File: config.mk
export PLATFORM = sky130hd
export DESIGN_NAME = can_rx_mailbox_bank
export DESIGN_NICKNAME = d
export VERILOG_FILES = /design/src/rtl/can_rx_mailbox_pkg.sv /design/src/rtl/can_rx_mailbox_ctrl.sv /design/src/rtl/can_rx_mailbox_dpath.sv /design/src/rtl/can_rx_mailbox_bank.sv
export SDC_FILE = /design/constraint.sdc
export NUM_CORES = 2
export LEC_CHECK = 0
export BUFFER_PORTS_ARGS = -buffer_cell sky130_fd_sc_hd__buf_2
export CORE_UTILIZATION = 52
export DETAILED_ROUTE_END_ITERATION = 6
export PLACE_DENSITY = 0.67
export SLEW_MARGIN = 20
export SYNTH_ARGS = -nofsm -noshare
export SYNTH_HDL_FRONTEND = slang
export SYNTH_SLANG_ARGS = --single-unit
File: constraint.sdc
create_clock -name clk -period 15.13 [get_ports clk]
set_input_delay 1.513 -clock clk [delete_from_list [all_inputs] [get_ports clk]]
set_output_delay 1.513 -clock clk [all_outputs]
set_load 0.05 [all_outputs]
File: src/rtl/can_rx_mailbox_pkg.sv
package can_rx_mailbox_pkg;

  typedef enum logic [2:0] {
    MODE_OFF   = 3'd0,
    MODE_RX    = 3'd1,
    MODE_RXOVR = 3'd2,
    MODE_TX    = 3'd3
  } mbMode_e;

  // strobes from the control to the datapath
  typedef struct packed {
    logic       store;
    logic       storeLost;
    logic       cfgWr;
    logic [2:0] cfgField;
    logic       intSet;
    logic       intClr;
    logic       overrunSet;
    logic       overrunClr;
    logic       rearm;
  } mbStrobe_t;

  localparam int ID_W      = 29;
  localparam int STD_W     = 11;
  localparam int FMT_W     = ID_W + 1;

  localparam int FLD_MODE  = 0;
  localparam int FLD_MASK  = 1;
  localparam int FLD_FILT  = 2;
  localparam int FLD_STAT  = 3;
  localparam int FLD_DLO   = 4;
  localparam int FLD_DHI   = 5;
  localparam int FLD_CAPT  = 6;

  localparam int ADR_IE_SET  = 0;
  localparam int ADR_IE_CLR  = 1;
  localparam int ADR_IE_READ = 2;
  localparam int ADR_STATUS  = 3;
  localparam int ADR_REARM   = 4;

  localparam int MB_BASE      = 32;
  localparam int MB_STRIDE_LG = 3;

  // identifier in register layout: bit 29 = extended
  function automatic logic [FMT_W-1:0] fmtId(input logic [ID_W-1:0] raw, input logic ext);
    if (ext) return {1'b1, raw};
    return {1'b0, raw[STD_W-1:0], {(ID_W-STD_W){1'b0}}};
  endfunction

endpackage

File: src/rtl/can_rx_mailbox_ctrl.sv
module can_rx_mailbox_ctrl
  import can_rx_mailbox_pkg::*;
#(
  parameter int NMB    = 12,
  parameter int ADDR_W = 8,
  localparam int IDXW  = $clog2(NMB)
) (
  input  logic              clk,
  input  logic              rstN,
  input  logic              frmValid,
  input  logic [NMB-1:0]    mbAccept,
  input  logic [NMB-1:0]    mbReady,
  input  logic [NMB-1:0]    mbOvr,
  input  logic              wrEn,
  input  logic [ADDR_W-1:0] wrAddr,
  input  logic              wrTop,
  output mbStrobe_t         st,
  output logic [IDXW-1:0]   storeIdx,
  output logic [IDXW-1:0]   cfgIdx
);

  logic [NMB-1:0]    freeVec, ovrVec;
  logic [IDXW-1:0]   freeIdx, ovrIdx;
  logic              freeHit, ovrHit;
  logic [ADDR_W-1:0] wOff, wSel;
  logic              inMb;

  // lowest free, lowest overwritable
  always_comb begin
    freeVec = mbAccept & ~mbReady;
    ovrVec  = mbAccept & mbReady & mbOvr;
    freeHit = |freeVec;
    ovrHit  = |ovrVec;
    freeIdx = '0;
    ovrIdx  = '0;
    for (int i = NMB - 1; i >= 0; i--) begin
      if (freeVec[i]) freeIdx = IDXW'(i);
      if (ovrVec[i])  ovrIdx  = IDXW'(i);
    end
  end

  always_comb begin
    wOff  = wrAddr - ADDR_W'(MB_BASE);
    wSel  = wOff >> MB_STRIDE_LG;
    inMb  = (wrAddr >= ADDR_W'(MB_BASE)) && (wSel < ADDR_W'(NMB));
    cfgIdx = wSel[IDXW-1:0];

    st            = '0;
    st.store      = frmValid && (freeHit || ovrHit);
    st.storeLost  = frmValid && !freeHit && ovrHit;
    st.overrunSet = frmValid && (|mbAccept) && !freeHit && !ovrHit;
    storeIdx      = freeHit ? freeIdx : ovrIdx;

    st.cfgField   = wOff[2:0];
    st.cfgWr      = wrEn && inMb && (wOff[2:0] <= 3'(FLD_FILT));
    st.intSet     = wrEn && (wrAddr == ADDR_W'(ADR_IE_SET));
    st.intClr     = wrEn && (wrAddr == ADDR_W'(ADR_IE_CLR));
    st.overrunClr = wrEn && (wrAddr == ADDR_W'(ADR_STATUS)) && wrTop;
    st.rearm      = wrEn && (wrAddr == ADDR_W'(ADR_REARM));
  end

  // a plain store goes to an empty mailbox that accepts the frame
  assert_free_target_R2: assert property (@(posedge clk) disable iff (!rstN)
    (st.store && !st.storeLost) |-> (!mbReady[storeIdx] && mbAccept[storeIdx]));

  // a lossy store only hits a full overwrite mailbox
  assert_lost_target_R8: assert property (@(posedge clk) disable iff (!rstN)
    (st.store && st.storeLost) |-> (mbReady[storeIdx] && mbOvr[storeIdx]));

  assert_drop_no_store_R9: assert property (@(posedge clk) disable iff (!rstN)
    st.overrunSet |-> !st.store);

  assert_unmatched_ignored_R12: assert property (@(posedge clk) disable iff (!rstN)
    (frmValid && !(|mbAccept)) |-> (!st.store && !st.overrunSet));

endmodule

File: src/rtl/can_rx_mailbox_dpath.sv
module can_rx_mailbox_dpath
  import can_rx_mailbox_pkg::*;
#(
  parameter int NMB    = 12,
  parameter int ADDR_W = 8,
  parameter int DATA_W = 64,
  localparam int IDXW  = $clog2(NMB)
) (
  input  logic              clk,
  input  logic              rstN,
  input  mbStrobe_t         st,
  input  logic [IDXW-1:0]   storeIdx,
  input  logic [IDXW-1:0]   cfgIdx,
  input  logic [NMB-1:0]    bitMask,
  input  logic [FMT_W-1:0]  cfgData,
  input  logic [ID_W-1:0]   frmId,
  input  logic              frmExt,
  input  logic              frmRtr,
  input  logic [3:0]        frmLen,
  input  logic [DATA_W-1:0] frmData,
  input  logic [ADDR_W-1:0] rdAddr,
  output logic [31:0]       rdData,
  output logic [NMB-1:0]    mbAccept,
  output logic [NMB-1:0]    mbReady,
  output logic [NMB-1:0]    mbOvr,
  output logic              irq
);

  logic [2:0]        modeR [NMB];
  logic [ID_W-1:0]   maskR [NMB];
  logic [FMT_W-1:0]  filtR [NMB];
  logic [FMT_W-1:0]  captR [NMB];
  logic [DATA_W-1:0] dataR [NMB];
  logic [3:0]        lenR  [NMB];
  logic [NMB-1:0]    readyR, lostR, rtrR, intMask;
  logic              overrunR;
  logic [FMT_W-1:0]  frmFmt;

  assign frmFmt = fmtId(frmId, frmExt);

  // acceptance filter, one comparator per mailbox
  always_comb begin
    for (int i = 0; i < NMB; i++) begin
      mbOvr[i]    = (modeR[i] == MODE_RXOVR);
      mbAccept[i] = ((modeR[i] == MODE_RX) || (modeR[i] == MODE_RXOVR)) &&
                    (frmFmt[ID_W] == filtR[i][ID_W]) &&
                    (((frmFmt[ID_W-1:0] ^ filtR[i][ID_W-1:0]) & maskR[i]) == '0);
    end
  end

  always_ff @(posedge clk) begin
    if (!rstN) begin
      for (int i = 0; i < NMB; i++) begin
        modeR[i] <= MODE_OFF;
        maskR[i] <= '0;
        filtR[i] <= '0;
        captR[i] <= '0;
        dataR[i] <= '0;
        lenR[i]  <= '0;
      end
      readyR   <= '0;
      lostR    <= '0;
      rtrR     <= '0;
      intMask  <= '0;
      overrunR <= 1'b0;
    end else begin
      for (int i = 0; i < NMB; i++) begin
        if (st.cfgWr && cfgIdx == IDXW'(i)) begin
          case (st.cfgField)
            3'(FLD_MODE): modeR[i] <= cfgData[26:24];
            3'(FLD_MASK): maskR[i] <= cfgData[ID_W-1:0];
            3'(FLD_FILT): filtR[i] <= cfgData;
            default: ;
          endcase
        end
        // a store beats a re-arm of the same mailbox
        if (st.store && storeIdx == IDXW'(i)) begin
          readyR[i] <= 1'b1;
          lostR[i]  <= st.storeLost;
          rtrR[i]   <= frmRtr;
          lenR[i]   <= frmLen;
          dataR[i]  <= frmData;
          captR[i]  <= frmFmt;
        end else if (st.rearm && bitMask[i]) begin
          readyR[i] <= 1'b0;
          lostR[i]  <= 1'b0;
        end
      end
      if (st.intSet)      intMask <= intMask | bitMask;
      else if (st.intClr) intMask <= intMask & ~bitMask;
      if (st.overrunSet)      overrunR <= 1'b1;
      else if (st.overrunClr) overrunR <= 1'b0;
    end
  end

  assign mbReady = readyR;
  assign irq     = |(readyR & intMask);

  logic [ADDR_W-1:0] rOff, rSel;
  logic [IDXW-1:0]   rIdx;

  always_comb begin
    rdData = '0;
    rOff   = rdAddr - ADDR_W'(MB_BASE);
    rSel   = rOff >> MB_STRIDE_LG;
    rIdx   = rSel[IDXW-1:0];
    if (rdAddr == ADDR_W'(ADR_IE_READ)) begin
      rdData[NMB-1:0] = intMask;
    end else if (rdAddr == ADDR_W'(ADR_STATUS)) begin
      rdData[NMB-1:0] = readyR;
      rdData[31]      = overrunR;
    end else if (rdAddr >= ADDR_W'(MB_BASE) && rSel < ADDR_W'(NMB)) begin
      case (rOff[2:0])
        3'(FLD_MODE): rdData[26:24]      = modeR[rIdx];
        3'(FLD_MASK): rdData[ID_W-1:0]   = maskR[rIdx];
        3'(FLD_FILT): rdData[FMT_W-1:0]  = filtR[rIdx];
        3'(FLD_STAT): begin
          rdData[19:16] = lenR[rIdx];
          rdData[20]    = rtrR[rIdx];
          rdData[23]    = readyR[rIdx];
          rdData[24]    = lostR[rIdx];
        end
        3'(FLD_DLO):  rdData = dataR[rIdx][31:0];
        3'(FLD_DHI):  rdData = dataR[rIdx][63:32];
        3'(FLD_CAPT): rdData[FMT_W-1:0]  = captR[rIdx];
        default: ;
      endcase
    end
  end

  for (genvar g = 0; g < NMB; g++) begin : g_chk
    assert_store_sets_ready_R2: assert property (@(posedge clk) disable iff (!rstN)
      (st.store && storeIdx == IDXW'(g)) |=> readyR[g]);

    assert_rearm_clears_R7: assert property (@(posedge clk) disable iff (!rstN)
      (st.rearm && bitMask[g] && !(st.store && storeIdx == IDXW'(g))) |=> (!readyR[g] && !lostR[g]));

    // a full mailbox that is neither stored nor re-armed keeps its flag
    assert_full_holds_R11: assert property (@(posedge clk) disable iff (!rstN)
      (readyR[g] && !(st.rearm && bitMask[g])) |=> readyR[g]);
  end

  assert_overrun_sticky_R9: assert property (@(posedge clk) disable iff (!rstN)
    (overrunR && !st.overrunClr) |=> overrunR);

  assert_mask_set_R10: assert property (@(posedge clk) disable iff (!rstN)
    st.intSet |=> ((intMask & $past(bitMask)) == $past(bitMask)));

endmodule

File: src/rtl/can_rx_mailbox_bank.sv
module can_rx_mailbox_bank
  import can_rx_mailbox_pkg::*;
#(
  parameter int NMB    = 12,
  parameter int ADDR_W = 8,
  parameter int DATA_W = 64,
  localparam int IDXW  = $clog2(NMB)
) (
  input  logic              clk,
  input  logic              rstN,
  input  logic              frmValid,
  input  logic [28:0]       frmId,
  input  logic              frmExt,
  input  logic              frmRtr,
  input  logic [3:0]        frmLen,
  input  logic [DATA_W-1:0] frmData,
  input  logic              wrEn,
  input  logic [ADDR_W-1:0] wrAddr,
  input  logic [31:0]       wrData,
  input  logic [ADDR_W-1:0] rdAddr,
  output logic [31:0]       rdData,
  output logic              irq
);

  mbStrobe_t       st;
  logic [IDXW-1:0] storeIdx, cfgIdx;
  logic [NMB-1:0]  mbAccept, mbReady, mbOvr;

  can_rx_mailbox_ctrl #(.NMB(NMB), .ADDR_W(ADDR_W)) ctrl_i (
    .clk      (clk),
    .rstN     (rstN),
    .frmValid (frmValid),
    .mbAccept (mbAccept),
    .mbReady  (mbReady),
    .mbOvr    (mbOvr),
    .wrEn     (wrEn),
    .wrAddr   (wrAddr),
    .wrTop    (wrData[31]),
    .st       (st),
    .storeIdx (storeIdx),
    .cfgIdx   (cfgIdx)
  );

  can_rx_mailbox_dpath #(.NMB(NMB), .ADDR_W(ADDR_W), .DATA_W(DATA_W)) dpath_i (
    .clk      (clk),
    .rstN     (rstN),
    .st       (st),
    .storeIdx (storeIdx),
    .cfgIdx   (cfgIdx),
    .bitMask  (wrData[NMB-1:0]),
    .cfgData  (wrData[FMT_W-1:0]),
    .frmId    (frmId),
    .frmExt   (frmExt),
    .frmRtr   (frmRtr),
    .frmLen   (frmLen),
    .frmData  (frmData),
    .rdAddr   (rdAddr),
    .rdData   (rdData),
    .mbAccept (mbAccept),
    .mbReady  (mbReady),
    .mbOvr    (mbOvr),
    .irq      (irq)
  );

endmodule

==> flow_summary.yaml <==
run_status:
  status: "finished with violations"
  violations: "design-rule violations"
sta:
  period_minus_slack_ns: 9.10
  hold_viol: 0
  fin_skew_ns: 0.0783
  setup_viol: 0
  rsz0062_at_grt: "no"
  final.setup.tns_ns: 0
  max_slew.worst_pin.slew_ns: 1.24
  final_max_slew_viol_count: 0
  finalCritPeriodShare_pct: 60.1
  slew_headroom_pct: 16.9
  timing.final.ws_setup_ns: 6.03
  max_clock_freq_ghz: 0.110
min_path:
  hold_end: "dpath_i.rtrR[4]"
  hold_start: "dpath_i.rtrR[4]"
  min_path_cells: 2
  min_path_type: "flop to flop"
clocking:
  clk_latency_ns: 0.89
  hold_buffers: 0
  cts-root-buf: "clkbuf_16"
  cts_tree: "built"
  cts_num_sinks: 1969
  numCtsBuffers: 202
  clk_pin_slew_ns: 0.06
  post-cts-setup-buffer-count: 0
  htreeDepth: 4
  cts_resized: 0
  clockBufferDepth: 3
synthesis:
  yosysSeqAreaShare_pct: 61.9
  synth_top_area_share_pct: 60.8
  synth_flop_cell: "edfxtp_1"
  syn_area_per_cell_sq_um: 13.4
  ys.warnings.count: 0
  syn_inst: 7087
  synth-async-reset-ratio_pct: 0
  synth-edff-count: 1920
  ys_ff_latch: 1969
  synth.distinct_cells: 89
  synth.area.top_cells: "edfxtp_1 61%, mux4_2 12%, nor2_1 4.3%, nor3_1 3.2%, mux2i_1 2.9%"
  netlist_area_sq_um: 94800
  synth_fp_nets: 7243
  yosys.area.top_type: "edfxtp_1"
global_route:
  grtUsageMet2_pct: 54.9
  busiest_layer: "met2"
  grt_util_met3_pct: 8.50
  grt_usage_pct: 36.6
  antenna_found_initial: 12
  grt_pass1_vias: 62100
  grt_first_pass_wirelength_um: 474000
  grt_max_degree: 187
  overflow: 0
  grt_use_met1_pct: 50.0
layout:
  nets: 7117
  fillers: 14200
  final_area_sq_um: 104000
  area_growth_syn_to_layout_pct: 9.93
  layout-drive-gt1-share_pct: 17.2
critical_path:
  crit_path_max_incr_delay_ns: 0.98
  cp_slowest_cell: "a2111oi_0"
  crit_required_ns: 15.60
  reg2reg_from: "dpath_i.filtR[6][1]"
  crit_type: "input port to flop"
  path_common_cell: "buf_4"
  cp-end-kind: "flop"
  regToRegSetupSlack_ns: 8.03
  worst_setup_path_start_kind: "input port"
  path_cells: "buf_6 > buf_12 > and2_1 > o21ai_0 > a2111oi_0 > and3_1 > nand3_1 > a211oi_1 > o221ai_1 > a2111oi_4 > or3b_4 > buf_4 > nand2_4 > buf_4"
  worst_r2r_endpoint: "dpath_i.captR[4][21]"
  critPathMaxFanout: 175
  cp.arrival_ns: 9.57
  r2r_cells: 12
power_and_ir_drop:
  finalPower_w: 0.0126
  peakVddDrop_mv: 0.131
  p_leak_nw: 36.4
  powerDensity_nw_per_um2: 121
placement:
  gp_congestion: 1.02
  placed_area_sq_um: 97500
  dp_slack_ns: 5.35
  hpwl_um: 219000
  io_buffers: 182
routing:
  drt_wl_total_um: 340000
  drt_iter0_markers: 10500
  drt_first_pass_iters: 7
  wire_per_inst_um: 35.7
  vias: 65000
  viasPerCell: 6.84
  drc: 6
  antenna_left: 0
flow_run:
  maxCapViolations: 0
floorplan:
  dieArea_sq_um: 184000
  ioPinCount: 184
  fp.dieH_um: 429
  initial_core_util_pct: 52.4
  core_sq_um: 181000
  rows: 156
  die_w_um: 429
## registers in the layout (all words and copies together) (netlist names), named ones only
name,cells
dpath_i.lenR,48
dpath_i.modeR,36
dpath_i.maskR,348
dpath_i.filtR,360
dpath_i.dataR,768
dpath_i.rtrR,12
dpath_i.captR,360
dpath_i.lostR,12
dpath_i.mbReady,12
dpath_i.overrunR,1
## cell families after synthesis
family	count (synthesis)	synth area share, %
AND/OR/NAND/NOR	2697	13.4
flip-flops	1969	61.9
buffers and inverters	820	3.47
multiplexers	786	14.9
AO/OA/AOI/OAI	635	4.67
XOR/XNOR	175	1.62
adder cells (fa/ha/maj)	5	0.0660
## metal layers
layer / up-vias / routed length, um
met5: - / 75
li1: 26500 / -
met2: 4658 / 151000
met3: 758 / 43400
met4: 12 / 21600
met1: 33200 / 123000
## stage by stage
step	instances	utilization, %	hold WS, ns
3_3_place_gp	9127	53.9	0.446
3_5_place_dp	9127	53.9	0.460
4_1_cts	9505	57.5	0.463
2_1_floorplan	7087	-	0.432
6_report	9511	57.6	0.461
5_1_grt	9507	57.6	0.478
## placed cells by master (no fill, tap or decap), drive strengths merged, types with 126 or more instances in the layout
| cell | Yosys | routed |
|---|---|---|
| mux4 | 490 | 490 |
| inv | 159 | 162 |
| clkbuf | 461 | 259 |
| mux2i | 287 | 287 |
| edfxtp | 1920 | 1920 |
| xnor2 | 126 | 126 |
| nor2 | 1106 | 1106 |
| nor3 | 609 | 609 |
| o21ai | 193 | 193 |
| nand2 | 483 | 483 |
| buf | 199 | 329 |
## worst max-delay path: cells and delay by family
family / cells / cell delay [ns]
AO/OA/AOI/OAI: 5 / 2.80
buffers and inverters: 4 / 2.35
AND/OR/NAND/NOR: 5 / 2.26
## cell type report
type	count	area, sq um	share of cell area [%]
Clock inverter	120	1160	1.11
Timing Repair Buffer	330	2170	2.09
Tap cell	2370	2970	2.85
Sequential cell	1969	58600	56.3
Antenna cell	6	15.0	0.0144
Inverter	160	608	0.584
Clock buffer	258	5420	5.20
Multi-Input combinational cell	4298	33200	31.9
## how the worst max path moves through the flow
stage	slack, ns	cells past startpoint	start	endpoint
2_1_floorplan	3.02	16	frmExt	dpath_i.captR[0][0]
3_3_place_gp	5.45	14	frmExt	dpath_i.dataR[4][57]
3_5_place_dp	5.35	14	frmExt	dpath_i.dataR[4][30]
4_1_cts	6.25	14	frmExt	dpath_i.dataR[4][50]
5_1_grt	6.08	14	frmExt	dpath_i.captR[4][21]
6_report	6.03	14	frmExt	dpath_i.captR[4][21]
## power breakdown
group	internal (W)	total, W	switching (W)
Combinational	0.000417	0.00131	0.000892
Sequential	0.00623	0.00635	0.000120
Clock	0.00277	0.00499	0.00222
Total	0.00942	0.0126	0.00323
## cell usage after synthesis, types with 10 or more instances
| cell type | n |
|---|---|
| nand3_1 | 39 |
| or4_1 | 14 |
| nand4_1 | 33 |
| dfxtp_1 | 49 |
| or4bb_1 | 10 |
| nand4b_1 | 81 |
| nor2b_1 | 21 |
| a21boi_0 | 73 |
| a2111o_1 | 14 |
| o22ai_1 | 56 |
| xnor2_1 | 126 |
| clkbuf_1 | 461 |
| edfxtp_1 | 1920 |
| and3_1 | 12 |
| mux2i_1 | 276 |
| buf_2 | 92 |
| buf_1 | 89 |
| mux4_2 | 490 |
| xor2_1 | 49 |
| o21ai_0 | 188 |
| nand2_1 | 481 |
| o2111ai_1 | 19 |
| o211ai_1 | 23 |
| o221ai_1 | 12 |
| a22o_1 | 19 |
| a222oi_1 | 12 |
| a21oi_1 | 41 |
| a221oi_1 | 11 |
| and3b_1 | 64 |
| and2_1 | 22 |
| nor2_1 | 1097 |
| nand2b_1 | 104 |
| buf_4 | 11 |
| a2111oi_0 | 22 |
| nor4_1 | 27 |
| nand3b_1 | 11 |
| o21a_1 | 15 |
| inv_1 | 158 |
| a22oi_1 | 65 |
| nor3_1 | 608 |
Power figures use the tool's default switching activity.
